==> config.mk <==
export PLATFORM = sky130hd
export DESIGN_NAME = irq_flag_reg
export DESIGN_NICKNAME = d
export VERILOG_FILES = /design/src/rtl/irq_flag_reg.sv
export SDC_FILE = /design/constraint.sdc
export NUM_CORES = 1
export LEC_CHECK = 0
export ABC_AREA = 0
export BUFFER_PORTS_ARGS = -buffer_cell sky130_fd_sc_hd__buf_4
export CAP_MARGIN = 20
export CORE_ASPECT_RATIO = 1.25
export CORE_UTILIZATION = 49
export DETAILED_ROUTE_END_ITERATION = 8
export GPL_ROUTABILITY_DRIVEN = 0
export PLACE_DENSITY = 0.83
export SLEW_MARGIN = 5
export SYNTH_ARGS = -nofsm -noshare
export SYNTH_HDL_FRONTEND = slang
export SYNTH_SLANG_ARGS = --single-unit
==> constraint.sdc <==
create_clock -name clk -period 2.1 [get_ports clk]
set_input_delay 0.42 -clock clk [delete_from_list [all_inputs] [get_ports clk]]
set_output_delay 0.42 -clock clk [all_outputs]
set_load 0.005 [all_outputs]
==> src/rtl/irq_flag_reg.sv <==
module irq_flag_reg #(
  parameter int AW = 8,
  parameter logic [AW-1:0] ADDR_STATUS = 'h07,
  parameter logic [AW-1:0] ADDR_EN     = 'h08,
  parameter logic [AW-1:0] ADDR_CTRL   = 'h09,
  parameter logic [AW-1:0] ADDR_GPIO   = 'h0A,
  parameter logic [AW-1:0] ADDR_DIR    = 'h0B,
  parameter logic [AW-1:0] ADDR_BAT    = 'h0C,
  parameter logic [3:0]    MODE_NORMAL = 4'h0
) (
  input  logic          clk,
  input  logic          rst_n,
  input  logic          wr_en,
  input  logic          rd_en,
  input  logic [AW-1:0] addr,
  input  logic [7:0]    wdata,
  output logic [7:0]    rdata,
  input  logic          tx_sfd_done,
  input  logic          rx_sfd_seen,
  input  logic          err_evt,
  input  logic [4:0]    bat_level,
  input  logic          res_missing,
  input  logic          meas_done,
  input  logic [2:0]    gpio_in,
  output logic          meas_start,
  output logic          irq
);

  localparam logic [7:0] SELF_CLR = 8'hC8;

  logic [7:0] flags, en;
  logic       gie;
  logic [3:0] mode;
  logic [2:0] gen, pol, dir;
  logic [4:0] thr;
  logic [2:0] s1, s2;

  logic       wr_stat, rd_stat, warn;
  logic [2:0] gpio_hit;
  logic [7:0] hw_set, flags_base;

  assign wr_stat  = wr_en && addr == ADDR_STATUS;
  assign rd_stat  = rd_en && addr == ADDR_STATUS;
  assign warn     = (bat_level < thr) | res_missing;
  assign gpio_hit = (mode == MODE_NORMAL) ? (gen & dir & ~(s2 ^ pol)) : 3'b000;
  assign hw_set   = {tx_sfd_done, rx_sfd_seen, err_evt, warn, meas_done, gpio_hit};
  assign flags_base = wr_stat ? wdata : (rd_stat ? (flags & ~SELF_CLR) : flags);

  always_ff @(posedge clk) begin
    if (!rst_n) begin
      s1 <= '0;
      s2 <= '0;
    end else begin
      s1 <= gpio_in;
      s2 <= s1;
    end
  end

  always_ff @(posedge clk) begin
    if (!rst_n) flags <= '0;
    else        flags <= flags_base | hw_set;
  end

  always_ff @(posedge clk) begin
    if (!rst_n) begin
      en   <= '0;
      gie  <= 1'b0;
      mode <= '0;
      gen  <= '0;
      pol  <= '0;
      dir  <= '0;
      thr  <= '0;
    end else if (wr_en) begin
      case (addr)
        ADDR_EN:   en <= wdata;
        ADDR_CTRL: begin
          gie  <= wdata[7];
          mode <= wdata[3:0];
        end
        ADDR_GPIO: begin
          gen <= wdata[2:0];
          pol <= wdata[6:4];
        end
        ADDR_DIR:  dir <= wdata[2:0];
        ADDR_BAT:  thr <= wdata[4:0];
        default: ;
      endcase
    end
  end

  always_ff @(posedge clk) begin
    if (!rst_n)                          meas_start <= 1'b0;
    else if (meas_done)                  meas_start <= 1'b0;
    else if (wr_en && addr == ADDR_DIR)  meas_start <= wdata[7];
  end

  always_comb begin
    case (addr)
      ADDR_STATUS: rdata = flags;
      ADDR_EN:     rdata = en;
      ADDR_CTRL:   rdata = {gie, 3'b000, mode};
      ADDR_GPIO:   rdata = {1'b0, pol, 1'b0, gen};
      ADDR_DIR:    rdata = {meas_start, 4'b0000, dir};
      ADDR_BAT:    rdata = {3'b000, thr};
      default:     rdata = 8'h00;
    endcase
  end

  assign irq = gie & |(flags & en);

endmodule


==> impl_metrics.py, run 1 <==
metrics = {
    "logic_synthesis": {
        "synth_cells": 213,
        "synth_top_area_cell": "dfxtp_1",
        "synthFlopType": "dfxtp_1",
        "synth.top_cell.area_share_pct": 39.2,
        "synth_edf_count": 0,
        "syn_area_per_cell_sq_um": 10.1,
        "yosys.cell_count.top_type": "dfxtp_1",
        "synth.area.top_cells": "dfxtp_1 39%, mux2i_1 15%, nor2b_1 9.0%, a22oi_1 3.1%, mux4_2 3.1%",
        "syn-num-nets": 250,
        "ys_async_sr_fraction_pct": 0,
        "netlist_top_cells_count": "42 x dfxtp_1, 33 x mux2i_1, 31 x nor2b_1, 11 x nand2_1, 9 x a22oi_1",
        "synth_warnings": 0,
        "yosys_register_bits": 42,
        "ys_types": 40,
        "syn_area_sq_um": 2150,
        "ys_seq_area_share_pct": 39.2,
    },
    "clock_tree": {
        "htree_num_levels": 2,
        "post-cts-setup-buffer-count": 0,
        "numClockSinks": 42,
        "clk_pin_slew_ns": 0.08,
        "numCtsBuffers": 5,
        "cts_tree": "yes",
        "clk_latency_ns": 0.30,
        "clock-root-buffer": "clkbuf_8",
        "cts_hold_buffers": 0,
        "cts_buffer_depth": 2,
    },
    "route": {
        "dr_total_vias": 1828,
        "antenna_left": 0,
        "viasPerCell": 5.66,
        "drcViolationCount": 0,
        "wirelength_microns": 5160,
        "wire_per_inst_microns": 16.0,
        "drtIter0Drc": 145,
        "first_pass_iters": 4,
    },
    "sta": {
        "hold_viol": 0,
        "fmax_ghz": 0.479,
        "holdWs_ns": 0.287,
        "drv_slew": 0,
        "fin_skew_ns": 0.00584,
        "rsz0062_at_grt": "yes",
        "setup_violations": 0,
        "worst_slew_pin_slew_ns": 0.549,
        "timing.final.crit_share_pct": 99.3,
        "min_period_ns": 2.09,
        "relSlewSlack_pct": 63.1,
    },
    "critical_path": {
        "critical_path_class": "in -> out",
        "arrival_ns": 1.67,
        "start_kind": "input port",
        "r2r_cells": 6,
        "timing.rr.start": "thr[2]",
        "cp-end-kind": "output pin",
        "required_ns": 1.68,
        "r2r_end": "flags[4]",
        "r2r_slack_ns": 0.66,
        "crit_fanout": 3,
    },
    "global_route": {
        "antenna_found_initial": 0,
        "grt_overflow": 0,
        "grt_max_degree": 40,
        "track_usage_pct": 23.5,
        "grt_pass1_vias": 1847,
        "grt_pass1_wl_microns": 8180,
    },
    "floorplan": {
        "die_w_microns": 61.2,
        "core_sq_um": 4130,
        "die_y_microns": 76.0,
        "initial_core_util_pct": 51.9,
        "dieArea_sq_um": 4650,
        "num_rows": 26,
        "pin_count": 43,
    },
    "pwr": {
        "p_int_mw": 1.25,
        "clock_power_share_pct": 39.7,
        "peakVddDrop_mv": 0.436,
        "pwr_density_cell_nw_per_um2": 590,
        "seq_power_share_pct": 50.5,
        "switching_share_pct": 23.0,
        "switchingPower_uw": 372,
        "p_leak_nw": 1.01,
        "combPwrFrac_pct": 9.8,
    },
    "outcome": {
        "status": "complete, no violations",
    },
    "finish": {
        "drive_above_1_share_pct": 28.8,
        "fin_nets": 303,
        "area_delta_synth_final_pct": 27.9,
        "fillCellCount": 336,
        "fin_util_pct": 66.4,
        "stdcell_area_sq_um": 2740,
        "n_antenna_cell": 0,
    },
    "worst_hold_path": {
        "worstHoldStart": "meas_done",
        "hold_end": "meas_start",
        "hold_path_class": "in -> reg",
        "hold_depth": 2,
    },
    "placement": {
        "dpl.hpwl_microns": 3850,
        "port_buffers": 42,
        "place_area_sq_um": 2600,
    },
    "flow_run": {
        "max_cap_viol_count": 0,
    },
}
[how the worst max path moves through the flow]
| stage | start | endpoint | cells after the start |
|---|---|---|---|
| global placement | addr[5] | rdata[5] | 5 |
| finish | addr[6] | rdata[6] | 5 |
| CTS | addr[4] | rdata[6] | 5 |
| detailed placement | addr[5] | rdata[5] | 5 |
| floorplan | addr[5] | rdata[5] | 4 |
| global route | addr[6] | rdata[5] | 5 |
[cells by family (layout without fill, tap and decap cells)]
| group | count (synthesis) | count (layout) | synth area share, % |
|---|---|---|---|
| multiplexers | 38 | 38 | 19.6 |
| adder cells (fa/ha/maj) | 4 | 4 | 2.33 |
| AND/OR/NAND/NOR | 78 | 78 | 24.0 |
| buffers and inverters | 16 | 70 | 2.97 |
| flip-flops | 42 | 42 | 39.2 |
| AO/OA/AOI/OAI | 32 | 32 | 10.7 |
| XOR/XNOR | 3 | 3 | 1.22 |
[layout by cell type (no fill, tap or decap), drive strengths merged, types with 4 or more instances in the layout]
master	netlist	routed
nand2	11	11
nand3	5	5
a22oi	9	9
dfxtp	42	42
inv	7	7
nor2b	31	31
and2	7	7
a31oi	4	4
buf	2	55
ha	4	4
nor4	5	5
nor2	4	4
clkbuf	7	5
mux2i	33	33
[power by group through the flow]
stage                     combinational (mW)  sequential, mW  clock [mW]
after global routing                   0.171           0.818       0.682
after global placement                 0.152           0.835           0
after CTS                              0.159           0.817       0.652
after detailed placement               0.156           0.835           0
after floorplan                       0.0721           0.833           0
final                                  0.159           0.817       0.642
[flip-flops by register name (all words and copies together), names as in the netlist, 3 cells and up]
register	count
flags	8
mode	4
pol	3
gen	3
s2	3
en	8
thr	5
s1	3
dir	3
[stage by stage]
step	power (mW)	TNS, ns	setup slack [ns]	instances
6_report	1.62	0	0.0142	323
2_1_floorplan	0.905	-0.00931	-0.00466	213
3_5_place_dp	0.992	-1.07	-0.167	315
4_1_cts	1.63	0	0.00839	323
5_1_grt	1.67	-0.00150	-0.00102	323
3_3_place_gp	0.987	-0.321	-0.113	315
[final cells by class]
class	count	area [sq um]	area share, %
Timing Repair Buffer	55	433	15.8
Clock inverter	3	45.0	1.64
Sequential cell	42	841	30.6
Clock buffer	5	68.8	2.51
Multi-Input combinational cell	155	1260	45.9
Inverter	7	26.3	0.958
Tap cell	56	70.1	2.55
[critical path, cell delays in order]
cell and delay, ns:
buf_6 0.09, or4_4 0.53, or3_4 0.38, o21ai_1 0.13, buf_4 0.12
[timing repair]
| action | 4_1_cts | 5_1_grt |
|---|---|---|
| endpoints found under the hold margin | 0 | 0 |
| setup endpoints to repair | 3 | 2 |
| pin swaps | 4 | 0 |
| resized for setup | 7 | 1 |
[metal layers]
layer | track usage (%) | wire, microns
met3 | 5.26 | 239
met2 | 39.5 | 2680
met5 | 0 | 0
met4 | 9.77 | 120
met1 | 27.8 | 2120
Note: power is estimated with default switching activity, not from simulation.
==> run 2: changes to the inputs <==
- PLACE_DENSITY: 0.83 -> 0.79
- REMOVE_ABC_BUFFERS: unset -> 1
==> impl_metrics.py, run 2 (synthesis gave the netlist of run 1 again) <==
metrics = {
    "finish": {
        "layout_commonest_cell": "buf_4",
        "drive_above_1_share_pct": 29.4,
        "n_antenna_cell": 0,
        "final_cell_mix": "54 x buf_4, 42 x dfxtp_1, 33 x mux2i_1",
        "stdcell_area_sq_um": 2740,
        "area_delta_synth_final_pct": 27.7,
        "fin_nets": 305,
        "top_regs": "en: 8 flops, flags: 8 flops, thr: 5 flops",
        "stdcell_count": 325,
    },
    "worst_hold_path": {
        "hold_path_class": "in -> reg",
    },
    "critical_path": {
        "required_ns": 1.68,
        "cpPeakStageDelay_ns": 0.53,
        "arrival_ns": 1.69,
        "critical_path_class": "in -> out",
        "cp-end-kind": "output pin",
        "cp_cell_sequence": "buf_6 -> or4_4 -> or3_4 -> o21ai_2 -> buf_4",
        "crit_fanout": 3,
        "start_kind": "input port",
        "critPathSlowestCell": "or4_4",
    },
    "pwr": {
        "clock_power_share_pct": 35.0,
        "peakVddDrop_mv": 0.565,
        "switching_share_pct": 22.9,
        "pwr_density_cell_nw_per_um2": 549,
        "p_int_mw": 1.16,
        "p_leak_nw": 1.02,
        "seq_power_share_pct": 54.3,
        "combPwrFrac_pct": 10.7,
        "switchingPower_uw": 344,
        "power.total_mw": 1.50,
    },
    "sta": {
        "fmax_ghz": 0.475,
        "min_period_ns": 2.11,
        "rsz0062_at_grt": "yes",
        "setup_violations": 1,
        "fin_skew_ns": 0.00274,
        "worst_slew_pin_slew_ns": 0.459,
        "drv_slew": 0,
        "timing.final.crit_share_pct": 100,
        "fin_ws_ns": -0.00507,
        "relSlewSlack_pct": 69.1,
        "tns_ns": -0.00507,
        "hold_viol": 0,
    },
    "clock_tree": {
        "cts_hold_buffers": 0,
        "cts_buffer_depth": 2,
        "cts_tree": "yes",
        "numCtsBuffers": 5,
        "clk_pin_slew_ns": 0.07,
        "clk_latency_ns": 0.29,
        "htree_num_levels": 2,
        "numClockSinks": 42,
        "clock-root-buffer": "clkbuf_8",
    },
    "route": {
        "viasPerCell": 5.55,
        "drtIter0Drc": 134,
        "wire_per_inst_microns": 15.8,
        "drcViolationCount": 0,
        "wirelength_microns": 5130,
        "first_pass_iters": 4,
        "dr_total_vias": 1805,
        "antenna_left": 0,
    },
    "floorplan": {
        "die_w_microns": 61.2,
        "num_rows": 26,
        "pin_count": 43,
        "core_sq_um": 4130,
        "initial_core_util_pct": 51.9,
        "dieArea_sq_um": 4650,
        "die_y_microns": 76.0,
    },
    "global_route": {
        "track_usage_pct": 23.3,
        "grt_pass1_wl_microns": 7980,
        "grt_overflow": 0,
        "grt_max_degree": 40,
        "antenna_found_initial": 0,
        "grt_pass1_vias": 1743,
    },
    "placement": {
        "place_area_sq_um": 2610,
        "dp_slack_ns": -0.144,
        "dpl.hpwl_microns": 3770,
        "port_buffers": 42,
        "dp.cells": 316,
    },
    "outcome": {
        "status": "complete, but fails checks",
        "violations": "negative setup slack",
    },
    "flow_run": {
        "max_cap_viol_count": 0,
    },
}
-- run 2: worst paths after layout --
| check | slack (ns) | depth (start not counted) | from | to |
|---|---|---|---|---|
| setup / recovery | -0.005 | 5 | addr[6] | rdata[6] |
| hold / removal | 0.30 | 2 | meas_done | meas_start |
| setup reg to reg | 0.72 | 6 | thr[1] | flags[4] |
| hold reg to reg | 0.44 | 1 | s1[0] | s2[0] |
-- run 2: critical path: cells and delay by family --
kind,cells,cell delay (ns)
simple gates,2,0.91
buf+inv,2,0.21
compound gates,1,0.14
-- run 2: final cells by class --
cell class	count	area [sq um]
Multi-Input combinational cell	155	1260
Clock buffer	7	86.3
Sequential cell	42	841
Clock inverter	1	5.00
Fill cell	355	1390
Timing Repair Buffer	57	448
Inverter	7	26.3
Tap cell	56	70.1
-- run 2: repair_timing --
item                       CTS  global route
setup endpoints to repair    3             2
pin swaps                    4             1
resized for setup            6             3
buffers inserted             0             1
-- run 2: routing by layer --
layer | part of all wire, % | wire (microns) | up-vias | track usage, %
li1 | - | - | 880 | -
met1 | 43 | 2210 | 862 | 30.3
met2 | 50 | 2580 | 53 | 36.4
met3 | 4.5 | 232 | 10 | 3.90
met4 | 2.3 | 117 | 0 | 11.1
met5 | 0 | 0 | - | 0
-- run 2: power by group through the flow --
stage,registers [mW],logic [mW],clock network (mW)
after floorplan,0.833,0.0570,0
after global placement,0.835,0.152,0
after detailed placement,0.836,0.156,0
after CTS,0.817,0.158,0.538
after global routing,0.818,0.174,0.570
final,0.817,0.161,0.526
-- run 2: metrics by stage --
stage / utilization, % / hold slack, ns
final: 66.3 / 0.305
after global routing: 66.3 / 0.301
after CTS: 65.9 / 0.302
after detailed placement: 63.2 / 0.423
after global placement: 63.2 / 0.414
after floorplan: - / 0.412
